==> config.mk <==
export PLATFORM = sky130hd
export DESIGN_NAME = ps2_cursor_tracker
export DESIGN_NICKNAME = d
export VERILOG_FILES = /design/src/rtl/cursor_pkg.sv /design/src/rtl/report_assembler.sv /design/src/rtl/axis_accum.sv /design/src/rtl/button_tracker.sv /design/src/rtl/ps2_cursor_tracker.sv
export SDC_FILE = /design/constraint.sdc
export NUM_CORES = 1
export LEC_CHECK = 0
export ABC_CLOCK_PERIOD_IN_PS = 6100
export BUFFER_PORTS_ARGS = -buffer_cell sky130_fd_sc_hd__buf_2
export CAP_MARGIN = 40
export CORE_UTILIZATION = 61
export CTS_CLUSTER_DIAMETER = 60
export CTS_CLUSTER_SIZE = 25
export DETAILED_ROUTE_END_ITERATION = 10
export PLACE_DENSITY = 0.84
export SLEW_MARGIN = 5
export SYNTH_ARGS = -nofsm -noshare
export SYNTH_HDL_FRONTEND = slang
export SYNTH_SLANG_ARGS = --single-unit
==> constraint.sdc <==
create_clock -name clk -period 6.1 [get_ports clk]
set_input_delay 0 -clock clk [delete_from_list [all_inputs] [get_ports clk]]
set_output_delay 0 -clock clk [all_outputs]
set_load 0.05 [all_outputs]
==> src/rtl/cursor_pkg.sv <==
// Shared types and constants for the PS/2 cursor tracker.
// Assumes the standard three-byte mouse report layout.
package cursor_pkg;

    localparam int BYTE_W    = 8;
    localparam int DELTA_W   = 9;
    localparam int BIT_LEFT  = 0;
    localparam int BIT_RIGHT = 1;
    localparam int BIT_SYNC  = 3;
    localparam int BIT_XSIGN = 4;
    localparam int BIT_YSIGN = 5;

    // One decoded report
    typedef struct packed {
        logic                      left;
        logic                      right;
        logic signed [DELTA_W-1:0] dx;
        logic signed [DELTA_W-1:0] dy;
    } mouse_rpt_t;

    typedef enum logic [1:0] {
        SLOT_STATUS = 2'd0,
        SLOT_XMOVE  = 2'd1,
        SLOT_YMOVE  = 2'd2
    } slot_e;

endpackage

==> src/rtl/report_assembler.sv <==
// Groups deframed bytes into three-byte mouse reports and decodes them.
// Assumes the bytes arrive in order. A status-slot byte with its sync bit
// clear is dropped so that alignment recovers after a lost byte.
module report_assembler
    import cursor_pkg::*;
(
    input  logic              clk,
    input  logic              rst_n,
    input  logic              rx_valid,
    input  logic [BYTE_W-1:0] rx_byte,
    output logic              rpt_done,
    output mouse_rpt_t        rpt
);

    slot_e             slot_q;
    logic [BYTE_W-1:0] status_q;
    logic [BYTE_W-1:0] xbyte_q;

    // Advance the slot pointer and capture the first two bytes
    always_ff @(posedge clk) begin
        if (!rst_n) begin
            slot_q   <= SLOT_STATUS;
            status_q <= '0;
            xbyte_q  <= '0;
        end else if (rx_valid) begin
            unique case (slot_q)
                SLOT_STATUS: begin
                    if (rx_byte[BIT_SYNC]) begin
                        status_q <= rx_byte;
                        slot_q   <= SLOT_XMOVE;
                    end
                end
                SLOT_XMOVE: begin
                    xbyte_q <= rx_byte;
                    slot_q  <= SLOT_YMOVE;
                end
                SLOT_YMOVE: slot_q <= SLOT_STATUS;
                default:    slot_q <= SLOT_STATUS;
            endcase
        end
    end

    // Report completes when the third byte is offered
    always_comb rpt_done = rx_valid && (slot_q == SLOT_YMOVE);

    // Decode buttons and sign-extended motion
    always_comb begin
        rpt.left  = status_q[BIT_LEFT];
        rpt.right = status_q[BIT_RIGHT];
        rpt.dx    = $signed({status_q[BIT_XSIGN], xbyte_q});
        rpt.dy    = $signed({status_q[BIT_YSIGN], rx_byte});
    end


    resync_chk: assert property (@(posedge clk) disable iff (!rst_n)
        (rx_valid && slot_q == SLOT_STATUS && !rx_byte[BIT_SYNC]) |=> slot_q == SLOT_STATUS);


    order_chk: assert property (@(posedge clk) disable iff (!rst_n)
        (rx_valid && slot_q == SLOT_XMOVE) |=> slot_q == SLOT_YMOVE);

endmodule

==> src/rtl/axis_accum.sv <==
// One saturating position counter for a single screen axis.
// Assumes that MAX_POS fits in W bits and that INIT_POS <= MAX_POS.
// INVERT selects whether the motion is subtracted (used for rows) or added.
module axis_accum
    import cursor_pkg::*;
#(
    parameter int W        = 10,
    parameter int MAX_POS  = 639,
    parameter int INIT_POS = 320,
    parameter bit INVERT   = 1'b0
) (
    input  logic                      clk,
    input  logic                      rst_n,
    input  logic                      upd,
    input  logic signed [DELTA_W-1:0] delta,
    output logic [W-1:0]              pos
);

    localparam int SW = ((W > DELTA_W) ? W : DELTA_W) + 2;
    localparam logic signed [SW-1:0] LIMIT = SW'(MAX_POS);

    logic [W-1:0]          pos_q;
    logic signed [SW-1:0]  base;
    logic signed [SW-1:0]  step;
    logic signed [SW-1:0]  sum;
    logic [W-1:0]          clamped;

    // Widen the current position and the motion to a common signed width
    always_comb begin
        base = $signed({{(SW-W){1'b0}}, pos_q});
        step = $signed({{(SW-DELTA_W){delta[DELTA_W-1]}}, delta});
    end

    generate
        if (INVERT) begin : g_sub
            // Axis counts against the mouse direction
            always_comb sum = base - step;
        end else begin : g_add
            // Axis counts with the mouse direction
            always_comb sum = base + step;
        end
    endgenerate

    // Saturate the raw sum to the screen range
    always_comb begin
        if (sum < 0)
            clamped = '0;
        else if (sum > LIMIT)
            clamped = W'(MAX_POS);
        else
            clamped = sum[W-1:0];
    end

    // Hold position, load the clamped sum on each report
    always_ff @(posedge clk) begin
        if (!rst_n)
            pos_q <= W'(INIT_POS);
        else if (upd)
            pos_q <= clamped;
    end

    always_comb pos = pos_q;


    bound_chk: assert property (@(posedge clk) disable iff (!rst_n)
        pos_q <= W'(MAX_POS));


    hold_chk: assert property (@(posedge clk) disable iff (!rst_n)
        !upd |=> $stable(pos_q));

endmodule

==> src/rtl/button_tracker.sv <==
// Keeps the button state of the latest report and derives the held level
// and the press pulse for the left button. Assumes upd is a single-cycle strobe.
module button_tracker
    import cursor_pkg::*;
(
    input  logic clk,
    input  logic rst_n,
    input  logic upd,
    input  logic left_in,
    input  logic right_in,
    output logic left,
    output logic right,
    output logic held,
    output logic click
);

    logic left_q, right_q, held_q, click_q;

    // Register buttons per report; the click lasts one cycle
    always_ff @(posedge clk) begin
        if (!rst_n) begin
            left_q  <= 1'b0;
            right_q <= 1'b0;
            held_q  <= 1'b0;
            click_q <= 1'b0;
        end else if (upd) begin
            left_q  <= left_in;
            right_q <= right_in;
            held_q  <= left_in & left_q;
            click_q <= left_in & ~left_q;
        end else begin
            click_q <= 1'b0;
        end
    end

    always_comb begin
        left  = left_q;
        right = right_q;
        held  = held_q;
        click = click_q;
    end


    click_press_chk: assert property (@(posedge clk) disable iff (!rst_n)
        click_q |-> (left_q && !held_q));


    click_pulse_chk: assert property (@(posedge clk) disable iff (!rst_n)
        click_q |=> !click_q);


    held_left_chk: assert property (@(posedge clk) disable iff (!rst_n)
        held_q |-> left_q);

endmodule

==> src/rtl/ps2_cursor_tracker.sv <==
// Top: assembles PS/2 mouse reports, tracks a clamped absolute cursor and
// reports buttons. Assumes an upstream receiver that delivers one deframed
// byte per rx_valid cycle.
module ps2_cursor_tracker
    import cursor_pkg::*;
#(
    parameter int SCREEN_W = 640,
    parameter int SCREEN_H = 480,
    parameter int COL_W    = $clog2(SCREEN_W),
    parameter int ROW_W    = $clog2(SCREEN_H)
) (
    input  logic              clk,
    input  logic              rst_n,
    input  logic              rx_valid,
    input  logic [7:0]        rx_byte,
    output logic              rpt_valid,
    output logic [COL_W-1:0]  cur_col,
    output logic [ROW_W-1:0]  cur_row,
    output logic              btn_left,
    output logic              btn_right,
    output logic              left_held,
    output logic              left_click
);

    localparam int COL_MAX = SCREEN_W - 1;
    localparam int ROW_MAX = SCREEN_H - 1;

    logic       rpt_done;
    mouse_rpt_t rpt;
    logic       rpt_valid_q;

    report_assembler u_asm (
        .clk      (clk),
        .rst_n    (rst_n),
        .rx_valid (rx_valid),
        .rx_byte  (rx_byte),
        .rpt_done (rpt_done),
        .rpt      (rpt)
    );

    axis_accum #(
        .W(COL_W), .MAX_POS(COL_MAX), .INIT_POS(SCREEN_W / 2), .INVERT(1'b0)
    ) u_col (
        .clk   (clk),
        .rst_n (rst_n),
        .upd   (rpt_done),
        .delta (rpt.dx),
        .pos   (cur_col)
    );

    axis_accum #(
        .W(ROW_W), .MAX_POS(ROW_MAX), .INIT_POS(SCREEN_H / 2), .INVERT(1'b1)
    ) u_row (
        .clk   (clk),
        .rst_n (rst_n),
        .upd   (rpt_done),
        .delta (rpt.dy),
        .pos   (cur_row)
    );

    button_tracker u_btn (
        .clk      (clk),
        .rst_n    (rst_n),
        .upd      (rpt_done),
        .left_in  (rpt.left),
        .right_in (rpt.right),
        .left     (btn_left),
        .right    (btn_right),
        .held     (left_held),
        .click    (left_click)
    );

    // Align the report strobe with the updated outputs
    always_ff @(posedge clk) begin
        if (!rst_n) rpt_valid_q <= 1'b0;
        else        rpt_valid_q <= rpt_done;
    end

    always_comb rpt_valid = rpt_valid_q;


    single_strobe_chk: assert property (@(posedge clk) disable iff (!rst_n)
        rpt_valid_q |=> !rpt_valid_q);


    click_with_strobe_chk: assert property (@(posedge clk) disable iff (!rst_n)
        left_click |-> rpt_valid_q);


    btn_hold_chk: assert property (@(posedge clk) disable iff (!rst_n)
        !rpt_done |=> ($stable(btn_left) && $stable(btn_right) && $stable(left_held)));

endmodule

==> Word level (Yosys, flattened, before mapping) <==
Cells that the tools add are included.
{ "classes": {"add_sub_neg": 2, "n_eq_ne": 3, "n_mux": 6, "reduce_logical": 6, "order_cmp": 4, "n_bitwise": 3} }
{ "ops": {"columns": ["operator", "count"], "rows": [
  ["10-bit 2-to-1 mux", 2],
  ["9-bit 2-to-1 mux", 2],
  ["11-bit by 9-bit adder with 12-bit output", 1],
  ["12-bit by 11-bit > comparator with 1-bit output (second input constant)", 1],
  ["12-bit by 1-bit < comparator with 1-bit output (second input constant)", 1],
  ["11-bit by 10-bit > comparator with 1-bit output (second input constant)", 1],
  ["11-bit by 1-bit < comparator with 1-bit output (second input constant)", 1],
  ["10-bit by 9-bit subtractor with 11-bit output", 1],
  ["2-bit AND reduction", 3],
  ["2-bit one-hot mux with 2 select lines", 1],
  ["3-bit AND reduction", 1],
  ["1-bit bitwise AND", 2],
  ["2-bit by 1-bit == test with 1-bit output (second input constant)", 1],
  ["2-bit == test (second input constant)", 1],
  ["2-bit zero test", 1],
  ["2-bit 2-to-1 mux", 1],
  ["2-bit != test (second input constant)", 1],
  ["1-bit logical AND", 1],
  ["1-bit NOT", 1]
]} }
{ "totals": {"register_bits": 40, "word_cells": 34} }

==> Logic depth before layout (Yosys ltp) <==
Gate-level depths: netlist (run 1).
{ "depth": {"depth_word": 4, "ltp_mapped": 10, "depth_no_buf": 10} }

==> Hierarchy <==
From an unflattened synthesis (run 1), not the netlist that was laid out.
{ "hier_totals": {"hier_cells": 304, "hier_area_um2": 2632.5} }
{ "by_module_without_submodules": {"columns": ["mod", "seq_area_each_um2", "area_per_inst_um2", "cells_each", "instances"], "rows": [
  ["axis_accum (u_col)", 200.2, 950.9, 113, 1],
  ["axis_accum (u_row)", 180.2, 894.6, 111, 1],
  ["report_assembler", 280.3, 620.6, 66, 1],
  ["button_tracker", 80.1, 140.1, 12, 1],
  ["ps2_cursor_tracker", 20.0, 26.3, 2, 1]
]} }

==> Worst setup path before layout (run 1) <==
OpenSTA, ideal clock, no wires.
{ "synth_path": {"path_kind": "reg2reg", "start": "reg u_col.pos_q[0] (netlist: u_col.pos[0])", "end": "reg u_col.pos_q[0] (netlist: u_col.pos[0])", "setup_slack_ns": 3.436, "arrival_time_ns": 2.573, "required_time_ns": 6.009, "period_less_slack_ns": 2.664, "path_stages_with_launch": 11, "path_cell_list": "dfxtp_1 > ha_1 > inv_1 > fa_1 > nor2b_1 > o211ai_1 > a211oi_2 > o31ai_2 > mux2i_2 > a31oi_4 > a311oi_1"} }
{ "synth_via": {"elab_chain_cells": 4, "elab_cells_between_ends": 5, "cone_classes": "add/sub (1); order compare (2); mux (2)"} }
{ "synth_lines": {"columns": ["element", "line", "text"], "rows": [
  ["start: declaration", "axis_accum.sv:22", "logic [W-1:0] pos_q;"],
  ["start signal: assignment", "axis_accum.sv:57", "pos_q <= W'(INIT_POS);"],
  ["start signal: assignment", "axis_accum.sv:59", "pos_q <= clamped;"],
  ["11-bit by 9-bit adder with 12-bit output *", "axis_accum.sv:40", "always_comb sum = base + step;"],
  ["12-bit by 11-bit > comparator with 1-bit output", "axis_accum.sv:48", "else if (sum > LIMIT)"],
  ["10-bit 2-to-1 mux", "axis_accum.sv:48", null],
  ["10-bit 2-to-1 mux *", "axis_accum.sv:46", "if (sum < 0)"]
]} }
Mark *: on every way between the ends. The rest lies on a longest branch, timed or not.
A chain may end at the register's enable or synchronous reset.

==> Worst setup path after layout (run 1) <==
{ "layout_path": {"start": "reg u_col.pos_q[0] (netlist: u_col.pos[0])", "end": "reg u_col.pos_q[2] (netlist: u_col.pos[2])"} }
Same word-level chain as after synthesis.

==> results of run 1 <==
## cell usage after synthesis (all sizes together) (7+ instances only)
library cell	instances
dfxtp	38
nand2	29
nor2	25
inv	22
ha	21
o21ai	20
a21oi	16
nor2b	13
nand3	9
a211oi	8
a21boi	8
nand2b	7
xnor2	7
## sequential cells by signal, indices dropped and copies added, names as in the netlist
signal	cells
rpt_valid	1
u_asm.slot_q	2
u_asm.status_q	4
u_asm.xbyte_q	8
u_btn.click	1
u_btn.held	1
u_btn.left	1
u_btn.right	1
u_col.pos	10
u_row.pos	9
## metal layers
layer | up-vias | share of wire (%) | routed length (microns)
met4 | 0 | 0.80 | 49
met1 | 1114 | 48 | 2950
met5 | - | 0 | 0
met3 | 7 | 4.1 | 250
li1 | 1171 | - | -
met2 | 53 | 47 | 2850
## power by group through the flow
stage	registers, mW	logic (mW)	clock network, mW
4_1_cts	0.258	0.110	0.176
2_1_floorplan	0.270	0.0803	0
3_3_place_gp	0.264	0.106	0
3_5_place_dp	0.264	0.108	0
6_report	0.259	0.111	0.172
5_1_grt	0.259	0.121	0.185
## worst register-to-register path, delay by kind of cell, from the launching register on
family | cells | cell delay (ns)
DFF | 1 | 0.35
and+or+nand+nor | 1 | 0.16
buffers and inverters | 1 | 0.07
muxes | 1 | 0.30
adders and majority gates | 2 | 0.62
AOI/OAI and AO/OA | 5 | 0.94
## logic make-up (layout without fill, tap and decap cells)
family | count (synthesis) | in the layout | share of synthesized area [%]
compound gates | 89 | 89 | 25.9
buf+inv | 30 | 65 | 4.72
simple gates | 110 | 110 | 21.8
flops | 38 | 38 | 28.2
fa+ha+maj | 23 | 23 | 11.2
mux | 8 | 8 | 3.66
xor+xnor | 11 | 11 | 4.54
## stage by stage
stage | util [%] | area, sq um | hold slack, ns
after floorplan | - | 2700 | 0.148
after global placement | 70.2 | 2890 | 0.283
after detailed placement | 70.2 | 2890 | 0.302
after CTS | 72.5 | 2990 | 0.0436
after global routing | 72.5 | 2990 | 0.0672
final | 72.5 | 2990 | 0.0527
## final timing paths
| kind | start | to | slack (ns) |
|---|---|---|---|
| max | u_col.pos[0]$_SDFFE_PN0P_ | u_col.pos[2]$_SDFFE_PN0P_ | 3.56 |
| max reg2reg | u_col.pos[0]$_SDFFE_PN0P_ | u_col.pos[2]$_SDFFE_PN0P_ | 3.56 |
| min | rx_byte[0] | u_asm.xbyte_q[0]$_SDFFE_PN0P_ | 0.05 |
| min reg2reg | u_btn.right$_SDFFE_PN0P_ | u_btn.right$_SDFFE_PN0P_ | 0.49 |
## area by class of cell
| cell class | instances | area, sq um | area share [%] |
|---|---|---|---|
| clock buffers | 6 | 72.6 | 2.43 |
| inverters | 22 | 82.6 | 2.77 |
| flip-flops and latches | 38 | 761 | 25.5 |
| repair buffers | 35 | 180 | 6.04 |
| multi-input cells | 241 | 1810 | 60.7 |
| well taps | 50 | 62.6 | 2.10 |
| clock inverters | 2 | 13.8 | 0.461 |
## timing repair
| item | in CTS | in global routing |
|---|---|---|
| hold buffers | 1 | 0 |
| setup endpoints to repair | 0 | 0 |
| hold endpoints to repair | 1 | 0 |
==> flow_summary.json, run 1 <==
{
  "drive_above_1_share_pct": 20.1,
  "synth_area_leader_cell": "dfxtp_1",
  "synth-seq-cells": 38,
  "worst_path_largest_cell_delay_ns": 0.39,
  "first_global_vias": 2096,
  "synth_flop_cell": "dfxtp_1",
  "clock_sinks": 38,
  "grtUsageMet1_pct": 35.8,
  "syn_to_final_growth_pct": 10.5,
  "viasPerCell": 5.95,
  "status": "finished clean",
  "ys.warnings.count": 0,
  "clock_latency_ns": 0.30,
  "cp-start-kind": "flip-flop",
  "mappedNetlistArea_sq_um": 2700,
  "synth_edf_count": 0,
  "leakagePower_nw": 1.26,
  "synth_cells": 309,
  "fmax_ghz": 0.394,
  "setup_slack_ns": 3.56,
  "first_iter_violations": 92,
  "ys_seq_area_share_pct": 28.2,
  "post_cts_buffers": 0,
  "synth_top_area_share_pct": 28.2,
  "final_common_cell": "dfxtp_1",
  "critPathCaptureType": "flip-flop",
  "tightest_slew_ns": 0.820,
  "drt-total-wl_mm": 6.10,
  "slew_violations": 0,
  "finalPower_mw": 0.541,
  "grt_util_all_layers_pct": 27.7,
  "cp_cell_sequence": "ha_1 > inv_1 > fa_1 > nor2b_1 > o211ai_1 > a211oi_2 > o31ai_2 > mux2i_2 > a31oi_4 > a311oi_1",
  "place_inst": 385,
  "holdPathStages": 3,
  "setup_viol": 0,
  "io_pins": 35,
  "slowest_stage": "fa_1",
  "grt-busiest-layer": "met2",
  "mostFrequentLayoutCells": "38 x dfxtp_1, 34 x buf_2, 29 x nand2_1",
  "p_sw_mw": 0.163,
  "clkSlewWorstSetupHoldPaths_ns": 0.08,
  "p_seq_share_pct": 47.8,
  "drc": 0,
  "period_minus_slack_ns": 2.54,
  "cp_num_buf_inv": 1,
  "synthArstFlopShare_pct": 0,
  "slew_headroom_pct": 45.3,
  "critical_path_class": "flip-flop to flip-flop",
  "ff2ff_path_depth": 10,
  "dieArea_sq_um": 4700,
  "drt_first_pass_iters": 4,
  "htree_levels": 2,
  "gr-usage-met3_pct": 5.76,
  "tns_ns": 0,
  "synth.avg_cell_area_sq_um": 8.74,
  "yosysUniqueCellTypes": 67,
  "finalNetCount": 377,
  "grt_pass1_wl_mm": 9.60,
  "dp_slack_ns": 3.57,
  "root_buffer": "clkbuf_8",
  "cts_resized": 0,
  "p_int_mw": 0.378,
  "cts_tree": "done",
  "port_buffers": 34,
  "syn_nets": 343,
  "rsz0062_at_grt": "no",
  "wire_per_inst_microns": 15.5,
  "antenna_found_initial": 0,
  "grt_max_degree": 33,
  "fill_cells": 341,
  "die_h_microns": 68.5,
  "ant_nets": 0,
  "peakVddDrop_v": 0.000155,
  "synth_top_cells_by_area": "dfxtp_1 28%, ha_1 9.7%, nand2_1 4.0%",
  "vias": 2345,
  "cp_data_arrival_time_ns": 2.74,
  "worstPathRequired_ns": 6.31,
  "grt_overflow": 0,
  "cp_max_fo": 6,
  "finalClockSkew_ns": 0.00750,
  "hold_viol": 0,
  "cts_made_buffers": 5,
  "netSwitchingFraction_pct": 30.1,
  "cp_num_cells": 10,
  "dp_hpwl_mm": 4.51,
  "period_share_pct": 41.6,
  "power_density_nw_per_um2": 181,
  "num_antenna_cells": 0,
  "p_comb_share_pct": 20.4,
  "initial_core_util_pct": 65.6,
  "die_x_microns": 68.5,
  "holdCritPathClass": "primary input to flip-flop",
  "maxCapViolCount": 0,
  "cp_top_family": "compound AO/OA/AOI/OAI gates",
  "place_congestion": 0.902,
  "pwr-share-clk_pct": 31.8,
  "core-area_sq_um": 4120,
  "grt.met2_usage_pct": 46.6,
  "rows": 23,
  "instances_no_fill": 394,
  "clockBufferDepth": 2
}
(Power assumes the default switching activity.)
==> inputs of run 2 (changes only) <==
--- a/config.mk
+++ b/config.mk
@@ -5,14 +5,14 @@
 export SDC_FILE = /design/constraint.sdc
 export NUM_CORES = 1
 export LEC_CHECK = 0
-export ABC_CLOCK_PERIOD_IN_PS = 6100
+export ABC_CLOCK_PERIOD_IN_PS = 2400
 export BUFFER_PORTS_ARGS = -buffer_cell sky130_fd_sc_hd__buf_2
 export CAP_MARGIN = 40
-export CORE_UTILIZATION = 61
+export CORE_UTILIZATION = 58
 export CTS_CLUSTER_DIAMETER = 60
 export CTS_CLUSTER_SIZE = 25
 export DETAILED_ROUTE_END_ITERATION = 10
-export PLACE_DENSITY = 0.84
+export PLACE_DENSITY = 0.8
 export SLEW_MARGIN = 5
 export SYNTH_ARGS = -nofsm -noshare
 export SYNTH_HDL_FRONTEND = slang
==> constraint.sdc (replaced) <==
create_clock -name clk -period 2.4 [get_ports clk]
set_input_delay 0 -clock clk [delete_from_list [all_inputs] [get_ports clk]]
set_output_delay 0 -clock clk [all_outputs]
set_load 0.05 [all_outputs]
==> run 2 against run 1 <==
Global-route usage fell by 1.1 points. Final area rose by 6.0%. First-iteration DRC count rose by 110%. Via count rose by 3.1%. Worst setup slack got worse by 3.6 ns. Largest power group unchanged.
==> flow_summary.json, run 2 (synthesized netlist as in run 1, its figures left out) <==
{
  "fill_cells": 346,
  "drt_first_pass_iters": 7,
  "vias": 2417,
  "viasPerCell": 5.94,
  "first_global_vias": 2354,
  "final_common_cell": "buf_2",
  "peakVddDrop_v": 0.000297,
  "cp_data_arrival_time_ns": 2.59,
  "io_pins": 35,
  "hold_buffers": 0,
  "dp_hpwl_mm": 4.69,
  "clock_latency_ns": 0.29,
  "setup_viol": 0,
  "cts_tree": "done",
  "dieArea_sq_um": 4930,
  "hold_viol": 0,
  "whs_ns": 0.0236,
  "worstPathRequired_ns": 2.60,
  "grt_pass1_wl_mm": 10.6,
  "num_antenna_cells": 0,
  "htree_levels": 2,
  "slew_violations": 0,
  "port_buffers": 34,
  "period_share_pct": 99.9,
  "grt_overflow": 0,
  "grt_util_all_layers_pct": 26.5,
  "cts_made_buffers": 5,
  "fmax_ghz": 0.417,
  "finalNetCount": 388,
  "die_h_microns": 70.2,
  "cp-start-kind": "flip-flop",
  "slowest_stage": "o31ai_2",
  "mostFrequentLayoutCells": "34 x buf_2, 31 x dfxtp_1, 29 x nand2_1",
  "leakagePower_nw": 1.33,
  "status": "finished clean",
  "first_iter_violations": 192,
  "wire_per_inst_microns": 15.7,
  "ant_nets": 0,
  "initial_core_util_pct": 61.2,
  "power_density_nw_per_um2": 448,
  "maxCapViolCount": 0,
  "drc": 0,
  "root_buffer": "clkbuf_8",
  "period_minus_slack_ns": 2.40,
  "slew_headroom_pct": 47.2,
  "tightest_slew_ns": 0.789,
  "largest_reg_flops": 10,
  "critical_path_class": "flip-flop to flip-flop",
  "grt_max_degree": 33,
  "antenna_found_initial": 0,
  "rows": 24,
  "clock_sinks": 38,
  "place_congestion": 0.905,
  "cp_cell_sequence": "ha_1 > a21oi_2 > nor3b_4 > a211oi_2 > o31ai_2 > mux2i_2 > a31oi_4 > a311oi_1",
  "worst_path_largest_cell_delay_ns": 0.37,
  "core-area_sq_um": 4410,
  "syn_to_final_growth_pct": 17.1,
  "holdCritPathClass": "primary input to flip-flop",
  "die_x_microns": 70.2,
  "clkSlewWorstSetupHoldPaths_ns": 0.07,
  "finalClockSkew_ns": 0.00513,
  "clockBufferDepth": 2,
  "tns_ns": 0,
  "drt-total-wl_mm": 6.40,
  "rsz0062_at_grt": "yes",
  "drive_above_1_share_pct": 28.7,
  "critPathCaptureType": "flip-flop",
  "cp_max_fo": 6
}
-- run 2: layout make-up --
cell class | instances | area [sq um] | share of cell area [%]
repair buffers | 46 | 260 | 8.22
clock inverters | 1 | 5.00 | 0.158
multi-input cells | 241 | 1890 | 59.7
clock buffers | 7 | 86.3 | 2.73
inverters | 22 | 82.6 | 2.61
well taps | 52 | 65.1 | 2.06
flip-flops and latches | 38 | 774 | 24.5
-- run 2: metal layers --
| layer | GRT usage (%) | part of all wire, % | vias up |
|---|---|---|---|
| met5 | 0 | 0 | - |
| met4 | 6.89 | 1.5 | 0 |
| met3 | 5.34 | 3.2 | 14 |
| met2 | 43.6 | 48 | 60 |
| met1 | 35.3 | 47 | 1151 |
| li1 | - | - | 1192 |
-- run 2: power by group --
part / leakage (nW) / internal, mW / total [mW] / switching, mW
combinational: 0.973 / 0.123 / 0.301 / 0.179
clock: 0.0482 / 0.232 / 0.461 / 0.229
sequential: 0.312 / 0.642 / 0.654 / 0.0118
total: 1.33 / 0.997 / 1.42 / 0.420
-- run 2: final timing paths --
| kind | start | endpoint | slack (ns) | depth (start not counted) |
|---|---|---|---|---|
| worst min register to register | u_btn.right$_SDFFE_PN0P_ | u_btn.right$_SDFFE_PN0P_ | 0.47 | 2 |
| worst min-delay path | rx_byte[4] | u_asm.status_q[4]$_SDFFE_PN0P_ | 0.02 | 3 |
| worst max register to register | u_col.pos[4]$_SDFFE_PN0P_ | u_col.pos[3]$_SDFFE_PN0P_ | 0.004 | 8 |
| worst max-delay path | u_col.pos[4]$_SDFFE_PN0P_ | u_col.pos[3]$_SDFFE_PN0P_ | 0.004 | 8 |
-- run 2: through the flow --
stage               power [mW]  setup WS [ns]  std cells  utilization, %  cell area, sq um
floorplan                0.889        0.00224        309               -              2710
global placement         0.945        0.00689        392            66.6              2940
detailed placement       0.951         -0.154        392            66.6              2940
CTS                       1.40        -0.0378        404            70.0              3090
global route              1.47         -0.108        407            71.7              3160
finish                    1.42        0.00354        407            71.7              3160
-- run 2: worst max-delay path: cells and delay by family, from the launching register on --
| kind | cells | cell delay [ns] |
|---|---|---|
| adder cells (fa/ha/maj) | 1 | 0.36 |
| AO/OA/AOI/OAI | 5 | 1.04 |
| flip-flops | 1 | 0.34 |
| AND/OR/NAND/NOR | 1 | 0.23 |
| multiplexers | 1 | 0.35 |
-- run 2: what timing repair did --
item | CTS | global route
resized for setup | 7 | 10
pin swaps | 11 | 12
setup endpoints to repair | 9 | 18
setup buffers | 4 | 3
